## src/rtl/dhs_scroll_pkg.sv

```systemverilog
package dhs_scroll_pkg;

    localparam int QTY_W       = 6;
    localparam int MASK_W      = 4;
    localparam int NUM_REGIONS = 4;
    localparam int MAX_SHIFT   = 48;
    localparam int OFS_W       = $clog2(MAX_SHIFT + 1);

    typedef logic [OFS_W-1:0] ofs_t;

    // Saturating decode of the 6-bit code into a dot count.
    function automatic ofs_t decode_qty(input logic [QTY_W-1:0] code);
        if (code[QTY_W-1:QTY_W-2] == 2'b11) begin
            return ofs_t'(MAX_SHIFT);
        end
        return ofs_t'(code);
    endfunction

    // Which mask bits make a region scroll, per line mode.
    function automatic logic region_enable(input logic [1:0] mode,
                                           input logic [MASK_W-1:0] mask,
                                           input int idx);
        case (mode)
            2'b00:   return (idx == 0) && mask[0] && mask[1];
            2'b01:   return ((idx == 0) && mask[0] && mask[1]) ||
                            ((idx == 1) && mask[2] && mask[3]);
            default: return mask[idx];
        endcase
    endfunction

endpackage

```

## src/rtl/dhs_scroll_regs.sv

```systemverilog
module dhs_scroll_regs
    import dhs_scroll_pkg::*;
(
    input  logic             clk,
    input  logic             rst_n,
    input  logic             ext_en_i,
    input  logic             wr_en_i,
    input  logic             wr_sel_i,
    input  logic [QTY_W-1:0] wr_data_i,
    output logic [QTY_W-1:0] qty_o,
    output logic [MASK_W-1:0] mask_o
);

    typedef struct packed {
        logic [QTY_W-1:0]  qty;
        logic [MASK_W-1:0] mask;
    } regs_t;

    regs_t st_d, st_q;

    always_comb begin
        st_d = st_q;
        if (wr_en_i && ext_en_i) begin
            if (wr_sel_i) begin
                st_d.qty = wr_data_i;
            end else begin
                st_d.mask = wr_data_i[MASK_W-1:0];
            end
        end
    end

    always_ff @(posedge clk or negedge rst_n) begin
        if (!rst_n) begin
            st_q <= '0;
        end else begin
            st_q <= st_d;
        end
    end

    assign qty_o  = st_q.qty;
    assign mask_o = st_q.mask;

    AST_WRITE_GATED: assert property (@(posedge clk) disable iff (!rst_n)
        !ext_en_i |=> ($stable(qty_o) && $stable(mask_o)));

endmodule

```

## src/rtl/dhs_scroll_region.sv

```systemverilog
module dhs_scroll_region
    import dhs_scroll_pkg::*;
(
    input  logic clk,
    input  logic rst_n,
    input  logic en_i,
    input  ofs_t tgt_i,
    input  logic smooth_i,
    input  logic tick_i,
    output ofs_t ofs_o
);

    typedef struct packed {
        ofs_t ofs;
    } reg_t;

    reg_t st_d, st_q;

    always_comb begin
        st_d = st_q;
        if (!en_i) begin
            st_d.ofs = '0;
        end else if (!smooth_i) begin
            st_d.ofs = tgt_i;
        end else if (tick_i) begin
            if (st_q.ofs < tgt_i) begin
                st_d.ofs = st_q.ofs + ofs_t'(1);
            end else if (st_q.ofs > tgt_i) begin
                st_d.ofs = st_q.ofs - ofs_t'(1);
            end
        end
    end

    always_ff @(posedge clk or negedge rst_n) begin
        if (!rst_n) begin
            st_q <= '0;
        end else begin
            st_q <= st_d;
        end
    end

    assign ofs_o = st_q.ofs;

    AST_OFS_LIMIT: assert property (@(posedge clk) disable iff (!rst_n)
        ofs_o <= ofs_t'(MAX_SHIFT));
    AST_DISABLED_ZERO: assert property (@(posedge clk) disable iff (!rst_n)
        !en_i |=> (ofs_o == '0));
    AST_IMMEDIATE: assert property (@(posedge clk) disable iff (!rst_n)
        (en_i && !smooth_i) |=> (ofs_o == $past(tgt_i)));
    AST_SMOOTH_HOLD: assert property (@(posedge clk) disable iff (!rst_n)
        (en_i && smooth_i && !tick_i) |=> $stable(ofs_o));

endmodule

```

## src/rtl/dhs_scroll_colmap.sv

```systemverilog
module dhs_scroll_colmap
    import dhs_scroll_pkg::*;
#(
    parameter int DOTS_PER_LINE = 120,
    localparam int COL_W = $clog2(DOTS_PER_LINE),
    localparam int SUM_W = $clog2(DOTS_PER_LINE + MAX_SHIFT)
) (
    input  logic                        clk,
    input  logic                        rst_n,
    input  logic [1:0]                  line_i,
    input  logic [COL_W-1:0]            col_i,
    input  logic [NUM_REGIONS-1:0][OFS_W-1:0] ofs_i,
    output logic [COL_W-1:0]            src_o,
    output logic                        blank_o
);

    localparam int LAST_COL = DOTS_PER_LINE - 1;

    typedef struct packed {
        logic [COL_W-1:0] src;
        logic             blank;
    } map_t;

    map_t st_d, st_q;
    logic [SUM_W-1:0] sum;

    always_comb begin
        sum = SUM_W'(col_i) + SUM_W'(ofs_i[line_i]);
        st_d = '0;
        if (sum > SUM_W'(LAST_COL)) begin
            st_d.blank = 1'b1;
        end else begin
            st_d.src = sum[COL_W-1:0];
        end
    end

    always_ff @(posedge clk or negedge rst_n) begin
        if (!rst_n) begin
            st_q <= '0;
        end else begin
            st_q <= st_d;
        end
    end

    assign src_o   = st_q.src;
    assign blank_o = st_q.blank;

    AST_SRC_IN_LINE: assert property (@(posedge clk) disable iff (!rst_n)
        !blank_o |-> (src_o <= COL_W'(LAST_COL)));
    AST_BLANK_CLEARS_SRC: assert property (@(posedge clk) disable iff (!rst_n)
        blank_o |-> (src_o == '0));

endmodule

```

## src/rtl/dhs_scroll_unit.sv

```systemverilog
module dhs_scroll_unit
    import dhs_scroll_pkg::*;
#(
    parameter int DOTS_PER_LINE = 120,
    localparam int COL_W = $clog2(DOTS_PER_LINE)
) (
    input  logic             clk,
    input  logic             rst_n,
    input  logic             ext_en,
    input  logic             wr_en,
    input  logic             wr_sel,
    input  logic [QTY_W-1:0] wr_data,
    input  logic [1:0]       line_mode,
    input  logic             smooth_en,
    input  logic             frame_tick,
    input  logic [1:0]       rd_line,
    input  logic [COL_W-1:0] rd_col,
    output logic [COL_W-1:0] src_col,
    output logic             src_blank
);

    logic [QTY_W-1:0]  qty;
    logic [MASK_W-1:0] mask;
    ofs_t              tgt;
    logic [NUM_REGIONS-1:0] reg_en;
    logic [NUM_REGIONS-1:0][OFS_W-1:0] ofs;

    dhs_scroll_regs u_regs (
        .clk       (clk),
        .rst_n     (rst_n),
        .ext_en_i  (ext_en),
        .wr_en_i   (wr_en),
        .wr_sel_i  (wr_sel),
        .wr_data_i (wr_data),
        .qty_o     (qty),
        .mask_o    (mask)
    );

    assign tgt = decode_qty(qty);

    for (genvar g = 0; g < NUM_REGIONS; g++) begin : g_region
        assign reg_en[g] = region_enable(line_mode, mask, g);

        dhs_scroll_region u_region (
            .clk      (clk),
            .rst_n    (rst_n),
            .en_i     (reg_en[g]),
            .tgt_i    (tgt),
            .smooth_i (smooth_en),
            .tick_i   (frame_tick),
            .ofs_o    (ofs[g])
        );
    end

    dhs_scroll_colmap #(
        .DOTS_PER_LINE (DOTS_PER_LINE)
    ) u_colmap (
        .clk     (clk),
        .rst_n   (rst_n),
        .line_i  (rd_line),
        .col_i   (rd_col),
        .ofs_i   (ofs),
        .src_o   (src_col),
        .blank_o (src_blank)
    );

    AST_ONE_LINE_UPPER_OFF: assert property (@(posedge clk) disable iff (!rst_n)
        (line_mode == 2'b00) |=> (ofs[1] == '0 || $past(line_mode) != 2'b00));
    AST_TWO_LINE_LOWER_OFF: assert property (@(posedge clk) disable iff (!rst_n)
        (line_mode == 2'b01) |=> (ofs[2] == '0 && ofs[3] == '0));

endmodule

```

## config.mk

```make
export PLATFORM = sky130hd
export DESIGN_NAME = dhs_scroll_unit
export DESIGN_NICKNAME = d
export VERILOG_FILES = /design/src/rtl/dhs_scroll_pkg.sv /design/src/rtl/dhs_scroll_regs.sv /design/src/rtl/dhs_scroll_region.sv /design/src/rtl/dhs_scroll_colmap.sv /design/src/rtl/dhs_scroll_unit.sv
export SDC_FILE = /design/constraint.sdc
export NUM_CORES = 1
export LEC_CHECK = 0
export BUFFER_PORTS_ARGS = -buffer_cell sky130_fd_sc_hd__buf_2
export CELL_PAD_IN_SITES_DETAIL_PLACEMENT = 0
export CELL_PAD_IN_SITES_GLOBAL_PLACEMENT = 2
export CORE_MARGIN = 2
export CORE_UTILIZATION = 35
export CTS_CLUSTER_DIAMETER = 40
export CTS_CLUSTER_SIZE = 24
export DETAILED_ROUTE_END_ITERATION = 8
export PLACE_DENSITY = 0.76
export SLEW_MARGIN = 20
export SYNTH_ARGS = -nofsm -noshare
export SYNTH_HDL_FRONTEND = slang
export SYNTH_HIERARCHICAL = 1
export SYNTH_SLANG_ARGS = --single-unit
```

## constraint.sdc

```tcl
create_clock -name clk -period 6.9 [get_ports clk]
set_clock_uncertainty 0.1 [all_clocks]
set_input_delay 1.035 -clock clk [delete_from_list [all_inputs] [get_ports clk]]
set_output_delay 1.035 -clock clk [all_outputs]
set_load 0.1 [all_outputs]
```

==> results of run 1 <==
metal layers:
metal | global-route usage, % | part of all wire [%] | vias to the layer above
met5 | 0 | 0 | -
met4 | 4.082 | 1.2 | 0
met3 | 2.492 | 3.0 | 9
met2 | 28.66 | 48 | 46
met1 | 22.15 | 48 | 1415
li1 | - | - | 1452
sequential cells by signal, summed over array words and instances, names as in the netlist:
signal	cells
g_region.u_region/ofs_o	24
u_colmap/blank_o	1
u_colmap/src_o	7
u_regs/mask_o	4
u_regs/qty_o	6
report_power, final:
group          internal [µW]  switching [µW]  leakage (µW)
Combinational            239             414       0.00151
Clock                    145            95.1     0.0000683
Sequential               290            46.4      0.000540
cell usage after synthesis, types with 6 or more instances:
| library cell | n | area (µm²) |
|---|---|---|
| ha_1 | 50 | 625.6 |
| mux2i_1 | 8 | 80.08 |
| and2_1 | 6 | 37.54 |
| dfrtp_1 | 42 | 1051 |
| clkbuf_1 | 7 | 26.28 |
| nor3_1 | 8 | 40.04 |
| nand3_1 | 13 | 65.06 |
| xnor2_1 | 14 | 122.6 |
| nand2_1 | 18 | 67.56 |
| mux4_2 | 6 | 135.1 |
| nor2_1 | 15 | 56.30 |
| xor2_1 | 8 | 70.07 |
| a21o_1 | 13 | 97.59 |
| a21oi_1 | 44 | 220.2 |
| o21ai_0 | 22 | 110.1 |
| inv_1 | 33 | 123.9 |
| mux2_2 | 10 | 112.6 |
worst paths after layout:
kind                       slack, ns             from                            end  cells past startpoint
setup / recovery                3.09  u_regs/qty_o[5]  g_region[1].u_region/ofs_o[5]                     13
hold / removal                  0.41  u_regs/qty_o[0]                u_regs/qty_o[0]                      1
setup reg to reg                3.09  u_regs/qty_o[5]  g_region[1].u_region/ofs_o[5]                     13
hold reg to reg                 0.41  u_regs/qty_o[0]                u_regs/qty_o[0]                      1
max in group asynchronous       5.70            rst_n  g_region[1].u_region/ofs_o[0]                      1
min in group asynchronous       0.63            rst_n  g_region[0].u_region/ofs_o[4]                      1
per-stage QoR:
stage	total power [µW]	setup slack (ns)
floorplan	856.3	3.403
global placement	988.7	3.162
detailed placement	994.5	3.076
CTS	1243	3.056
global route	1325	2.753
finish	1230	3.093
cell families after synthesis:
logic type	count (synthesis)	synth area share [%]
AO/OA/AOI/OAI	107	18.99
AND/OR/NAND/NOR	91	15.40
adder cells (fa/ha/maj)	55	19.46
flip-flops	42	28.18
buffers and inverters	40	4.026
multiplexers	24	8.789
XOR/XNOR	22	5.166
cell usage in the layout, fill, tap and decap left out, drive strengths merged, types with 8 or more instances in the layout:
| master | n |
|---|---|
| inv | 33 |
| xor2 | 8 |
| nor3 | 8 |
| a21o | 13 |
| buf | 31 |
| mux2 | 10 |
| o21ai | 23 |
| nand3 | 13 |
| nand2 | 18 |
| nor2 | 15 |
| a21oi | 44 |
| xnor2 | 14 |
| mux2i | 8 |
| ha | 50 |
| dfrtp | 42 |
area by class of cell:
class                           count  area share (%)
Clock inverter                      3           1.651
Timing Repair Buffer               31           3.782
Tap cell                          136           4.082
Multi-Input combinational cell    299           60.65
Sequential cell                    42           25.21
Inverter                           33           2.971
Clock buffer                        5           1.651
critical path, cell delays in order (launching register included):
cell	delay (ns)
dfrtp_1	0.53
nand2_1	0.16
and2_1	0.39
inv_1	0.09
ha_1	0.31
nand4_1	0.18
o211ai_1	0.64
ha_1	0.36
a21oi_1	0.15
nand2_1	0.10
a31oi_1	0.21
xor2_1	0.21
mux2i_1	0.20
nand2_1	0.06
==> impl_metrics.csv, run 1 <==
group,metric,value,unit
run_status,status,"complete, no violations",
clock_network,cts.sinks,42,
logic_synthesis,ys_seq_area_share,28.18,%
floorplanning,core_area,10320,µm²
placed_design,detailed_place_hpwl,6982,µm
clock_network,ctsHoldBuffers,0,
layout,stdcell_count,549,
placed_design,port_buffers,31,
worst_setup_path,cp.arrival,3.90,ns
logic_synthesis,synth.ff_latch_count,42,
drt,avgRoutedWirePerCell,16.47,µm
placed_design,dp.cells,541,
grt,grt_overflow,0,
timing,maxSlewHeadroom,50.51,%
placed_design,dpl-instance-area,4029,µm²
floorplanning,die_w,107.2,µm
timing,setup_tns,0,ns
layout,multi_input_area,2529,µm²
grt,grt_max_degree,45,
worst_setup_path,crit_type,"reg2reg",
floorplanning,rows,37,
clock_network,htree_levels,2,
timing,tightest_slew,0.7423,ns
run,maxCapViolCount,0,
timing,hold_viol_final,0,
clock_network,cts_resized,0,
worst_setup_path,start_kind,"register",
grt,antenna_found_initial,0,
logic_synthesis,synth_cell_types,44,
timing,setup_viol,0,
pwr,power_density,295.0,nW/µm²
timing,post-route-period-util,55.17,%
timing,rsz0062_at_grt,"false",
layout,drive_above_1_share,17.68,%
pwr,p_leak,0.002119,µW
logic_synthesis,synth_edf_count,0,
floorplanning,dieHeight,107.2,µm
logic_synthesis,syn_nets,460,
clock_network,cts_tree,"done",
clock_network,clockBufferDepth,2,
worst_setup_path,worstSetupEndpointType,"register",
clock_network,cts_buffers,5,
clock_network,postCtsSetupBuffers,0,
timing,hold_slack,0.4114,ns
logic_synthesis,syn_inst,381,
grt,grt_util_all_layers,16.75,%
layout,final_nets,491,
clock_network,clock-root-buffer,"clkbuf_8",
clock_network,clk_pin_slew_worst_paths,0.09,ns
layout,n_antenna_cell,0,
worst_setup_path,cp_max_fo,10,
hold_path,hp-class,"reg2reg",
pwr,vdd_drop_max,151.5,µV
timing,finalCriticalPeriod,3.807,ns
grt,grt_pass1_vias,2952,
floorplanning,start_util,36.13,%
drt,drc,0,
timing,max_freq,262.7,MHz
timing,maxSlewViolCount,0,
logic_synthesis,avgSynthCellArea,9.790,µm²
layout,nFillCells,1004,
drt,vias,2922,
drt,drt-total-wl,9040,µm
placed_design,place.gp.congestion,0.8185,
logic_synthesis,synth_area,3730,µm²
logic_synthesis,ys.flop_type,"dfrtp_1",
layout,area_growth,11.77,%
layout,final_area,4169,µm²
clock_network,clock_latency,0.30,ns
layout,seq_area,1051,µm²
layout,fin_util,40.38,%
floorplanning,dieArea,11500,µm²
drt,dr.pass1.iters,4,
logic_synthesis,yosysWarnings,6,
drt,via_per_inst,5.322,
drt,drt_iter0_drc,127,
worst_setup_path,cp.required,6.99,ns
logic_synthesis,synthArstFlopShare,100.0,%
drt,ant_nets,0,
grt,grt_pass1_wl,15000,µm
floorplanning,top_level_ports,32,
(Power assumes the default switching activity.)
==> inputs of run 2 (changes only) <==
--- a/config.mk
+++ b/config.mk
@@ -5,15 +5,16 @@
 export SDC_FILE = /design/constraint.sdc
 export NUM_CORES = 1
 export LEC_CHECK = 0
+export ABC_AREA = 1
 export BUFFER_PORTS_ARGS = -buffer_cell sky130_fd_sc_hd__buf_2
 export CELL_PAD_IN_SITES_DETAIL_PLACEMENT = 0
 export CELL_PAD_IN_SITES_GLOBAL_PLACEMENT = 2
 export CORE_MARGIN = 2
-export CORE_UTILIZATION = 35
+export CORE_UTILIZATION = 31
 export CTS_CLUSTER_DIAMETER = 40
 export CTS_CLUSTER_SIZE = 24
 export DETAILED_ROUTE_END_ITERATION = 8
-export PLACE_DENSITY = 0.76
+export PLACE_DENSITY = 0.79
 export SLEW_MARGIN = 20
 export SYNTH_ARGS = -nofsm -noshare
 export SYNTH_HDL_FRONTEND = slang
==> constraint.sdc (replaced) <==
create_clock -name clk -period 3.4 [get_ports clk]
set_clock_uncertainty 0.1 [all_clocks]
set_input_delay 0.51 -clock clk [delete_from_list [all_inputs] [get_ports clk]]
set_output_delay 0.51 -clock clk [all_outputs]
set_load 0.1 [all_outputs]
==> impl_metrics.csv, run 2 <==
group,metric,value,unit
drt,via_per_inst,4.733,
clock_network,clk_pin_slew_worst_paths,0.06,ns
layout,largest_reg_flops,24,
layout,n_antenna_cell,0,
logic_synthesis,synth.most_common_cell,"nand2_1",
timing,rsz0062_at_grt,"false",
timing,hold_slack,0.1141,ns
logic_synthesis,yosysWarnings,6,
worst_setup_path,worstSetupEndpointType,"register",
placed_design,port_buffers,31,
worst_setup_path,cp.required,3.48,ns
worst_setup_path,crit_slowest_cell,"dfrtp_1",
placed_design,place.gp.congestion,0.9138,
timing,maxSlewViolCount,0,
grt,grt_max_degree,43,
worst_setup_path,rrSetupSlack,0.35,ns
clock_network,cts.sinks,42,
worst_setup_path,crit_chain,"a21boi_0 -> buf_4 -> inv_1 -> ha_1 -> nand2_1 -> nor2_1 -> nand2_1 -> nand3_4 -> fa_1 -> nand3_1 -> nand2_1 -> or2_2 -> nand3_1 -> o21ai_0 -> nand3_1 -> nand2_1",
worst_setup_path,cp.arrival,3.13,ns
drt,ant_nets,0,
logic_synthesis,syn_nets,649,
clock_network,clockBufferDepth,2,
floorplanning,dieHeight,116.9,µm
logic_synthesis,yosys-top-cells-area,"dfrtp_1 (27%), nand2_1 (17%), ha_1 (16%)",
layout,drive_above_1_share,12.85,%
placed_design,detailed_place_hpwl,8681,µm
worst_setup_path,cp_max_fo,9,
logic_synthesis,synthArstFlopShare,100.0,%
drt,drc,0,
logic_synthesis,synthTopCellsByCount,"nand2_1 (177), inv_1 (77), o21ai_0 (54)",
grt,antenna_found_initial,0,
worst_setup_path,max_stage_delay,0.47,ns
timing,maxSlewHeadroom,52.93,%
drt,drt-total-wl,10890,µm
logic_synthesis,avgSynthCellArea,6.928,µm²
layout,mostFrequentLayoutCells,"nand2_1 (177), inv_1 (77), o21ai_0 (54)",
logic_synthesis,synth_top_area_cell,"dfrtp_1",
floorplanning,dieArea,13660,µm²
placed_design,dpl-instance-area,4320,µm²
floorplanning,start_util,31.55,%
layout,final_area,4491,µm²
hold_path,hp-class,"in2async",
clock_network,postCtsSetupBuffers,0,
worst_setup_path,path_common_cell,"nand2_1",
grt,grt_pass1_wl,17460,µm
layout,mostFrequentLayoutCell,"nand2_1",
clock_network,ctsHoldBuffers,0,
logic_synthesis,synth_edf_count,0,
grt,grt_pass1_vias,3535,
logic_synthesis,ys_seq_area_share,26.62,%
logic_synthesis,synth_cell_types,26,
floorplanning,rows,41,
timing,setup_viol,0,
layout,final_nets,685,
run,maxCapViolCount,0,
layout,nFillCells,1425,
layout,area_growth,13.72,%
floorplanning,top_level_ports,32,
timing,hold_viol_final,0,
drt,drt_iter0_drc,153,
layout,regMostFlops,"g_region.u_region/ofs_o",
clock_network,cts_buffers,5,
run_status,status,"complete, no violations",
logic_synthesis,synth.ff_latch_count,42,
worst_setup_path,start_kind,"register",
timing,setup_tns,0,ns
timing,tightest_slew,0.7060,ns
logic_synthesis,syn_inst,570,
pwr,power_density,486.9,nW/µm²
clock_network,clock_latency,0.29,ns
clock_network,htree_levels,2,
clock_network,clock-root-buffer,"clkbuf_16",
grt,grt_util_all_layers,16.57,%
floorplanning,core_area,12520,µm²
floorplanning,die_w,116.9,µm
clock_network,cts_tree,"done",
drt,vias,3687,
logic_synthesis,ys.flop_type,"dfrtp_1",
pwr,p_leak,0.002459,µW
logic_synthesis,yosysTopAreaCellShare,26.62,%
timing,finalCriticalPeriod,3.052,ns
pwr,vdd_drop_max,169.8,µV
grt,grt_overflow,0,
worst_setup_path,crit_type,"reg2reg",
drt,dr.pass1.iters,4,
logic_synthesis,synth_area,3949,µm²
timing,post-route-period-util,89.75,%
clock_network,cts_resized,0,
timing,max_freq,327.7,MHz
drt,avgRoutedWirePerCell,13.98,µm
-- run 2: changes by cell type after synthesis, sizes merged, moves of 8 or more --
cell / before / now
nand2: 18 / 187
mux2: 10 / 0
nor2: 15 / 40
nand4: 4 / 16
mux2i: 8 / 0
a21oi: 44 / 23
o21ai: 23 / 54
a21o: 13 / 0
nand3: 13 / 33
inv: 33 / 81
xnor2: 14 / 0
-- run 2: metrics by stage --
step | total power [µW] | std cells | setup slack (ns) | utilization, %
4_1_cts | 2209 | 779 | 0.2531 | 35.70
2_1_floorplan | 1435 | 570 | 0.6337 | -
3_5_place_dp | 1711 | 771 | 0.2597 | 34.52
6_report | 2186 | 779 | 0.3484 | 35.88
3_3_place_gp | 1695 | 771 | 0.2925 | 34.52
5_1_grt | 2378 | 779 | 0.03326 | 35.88
-- run 2: per-layer routing --
metal	GRT usage, %	routed length (µm)	vias to the layer above
li1	-	-	1924
met1	22.18	5255	1677
met2	28.48	5051	73
met3	2.729	448	13
met4	3.137	133	0
met5	0	0	-
-- run 2: kinds of logic after synthesis --
logic type               Yosys count  synth area share (%)
buffers and inverters             88                 8.618
AO/OA/AOI/OAI                     88                 11.72
adder cells (fa/ha/maj)           55                 18.38
flip-flops                        42                 26.62
AND/OR/NAND/NOR                  288                 32.67
XOR/XNOR                           9                 1.996
-- run 2: cell type report --
class / instances / area, µm² / share of cell area, %
Timing Repair Buffer: 36 / 195.2 / 4.347
Multi-Input combinational cell: 440 / 2577 / 57.40
Tap cell: 172 / 215.2 / 4.792
Sequential cell: 42 / 1051 / 23.40
Clock inverter: 1 / 5.005 / 0.1115
Clock buffer: 7 / 142.6 / 3.176
Inverter: 81 / 304.0 / 6.771
-- run 2: report_power, final --
part | total [µW] | leakage, µW | switching, µW | internal [µW]
Clock | 486 | 0.0000739 | 195 | 291
Sequential | 641 | 0.000552 | 74.4 | 566
Combinational | 1060 | 0.00183 | 718 | 341
-- run 2: worst max-delay path: cells and delay by family (launching register included) --
kind            cells  cell delay, ns
simple gates       10            1.06
flops               1            0.47
compound gates      2            0.31
fa+ha+maj           2            0.77
buf+inv             2            0.23
-- run 2: final timing paths --
check / endpoint / depth (start not counted) / start
setup / recovery: g_region[3].u_region/ofs_o[4] / 16 / u_regs/qty_o[4]
setup reg to reg: g_region[3].u_region/ofs_o[4] / 16 / u_regs/qty_o[4]
min in group clk: u_regs/mask_o[0] / 2 / u_regs/mask_o[0]
max in group asynchronous: g_region[1].u_region/ofs_o[4] / 1 / rst_n
hold / removal: g_region[3].u_region/ofs_o[5] / 1 / rst_n
hold reg to reg: u_regs/mask_o[0] / 2 / u_regs/mask_o[0]
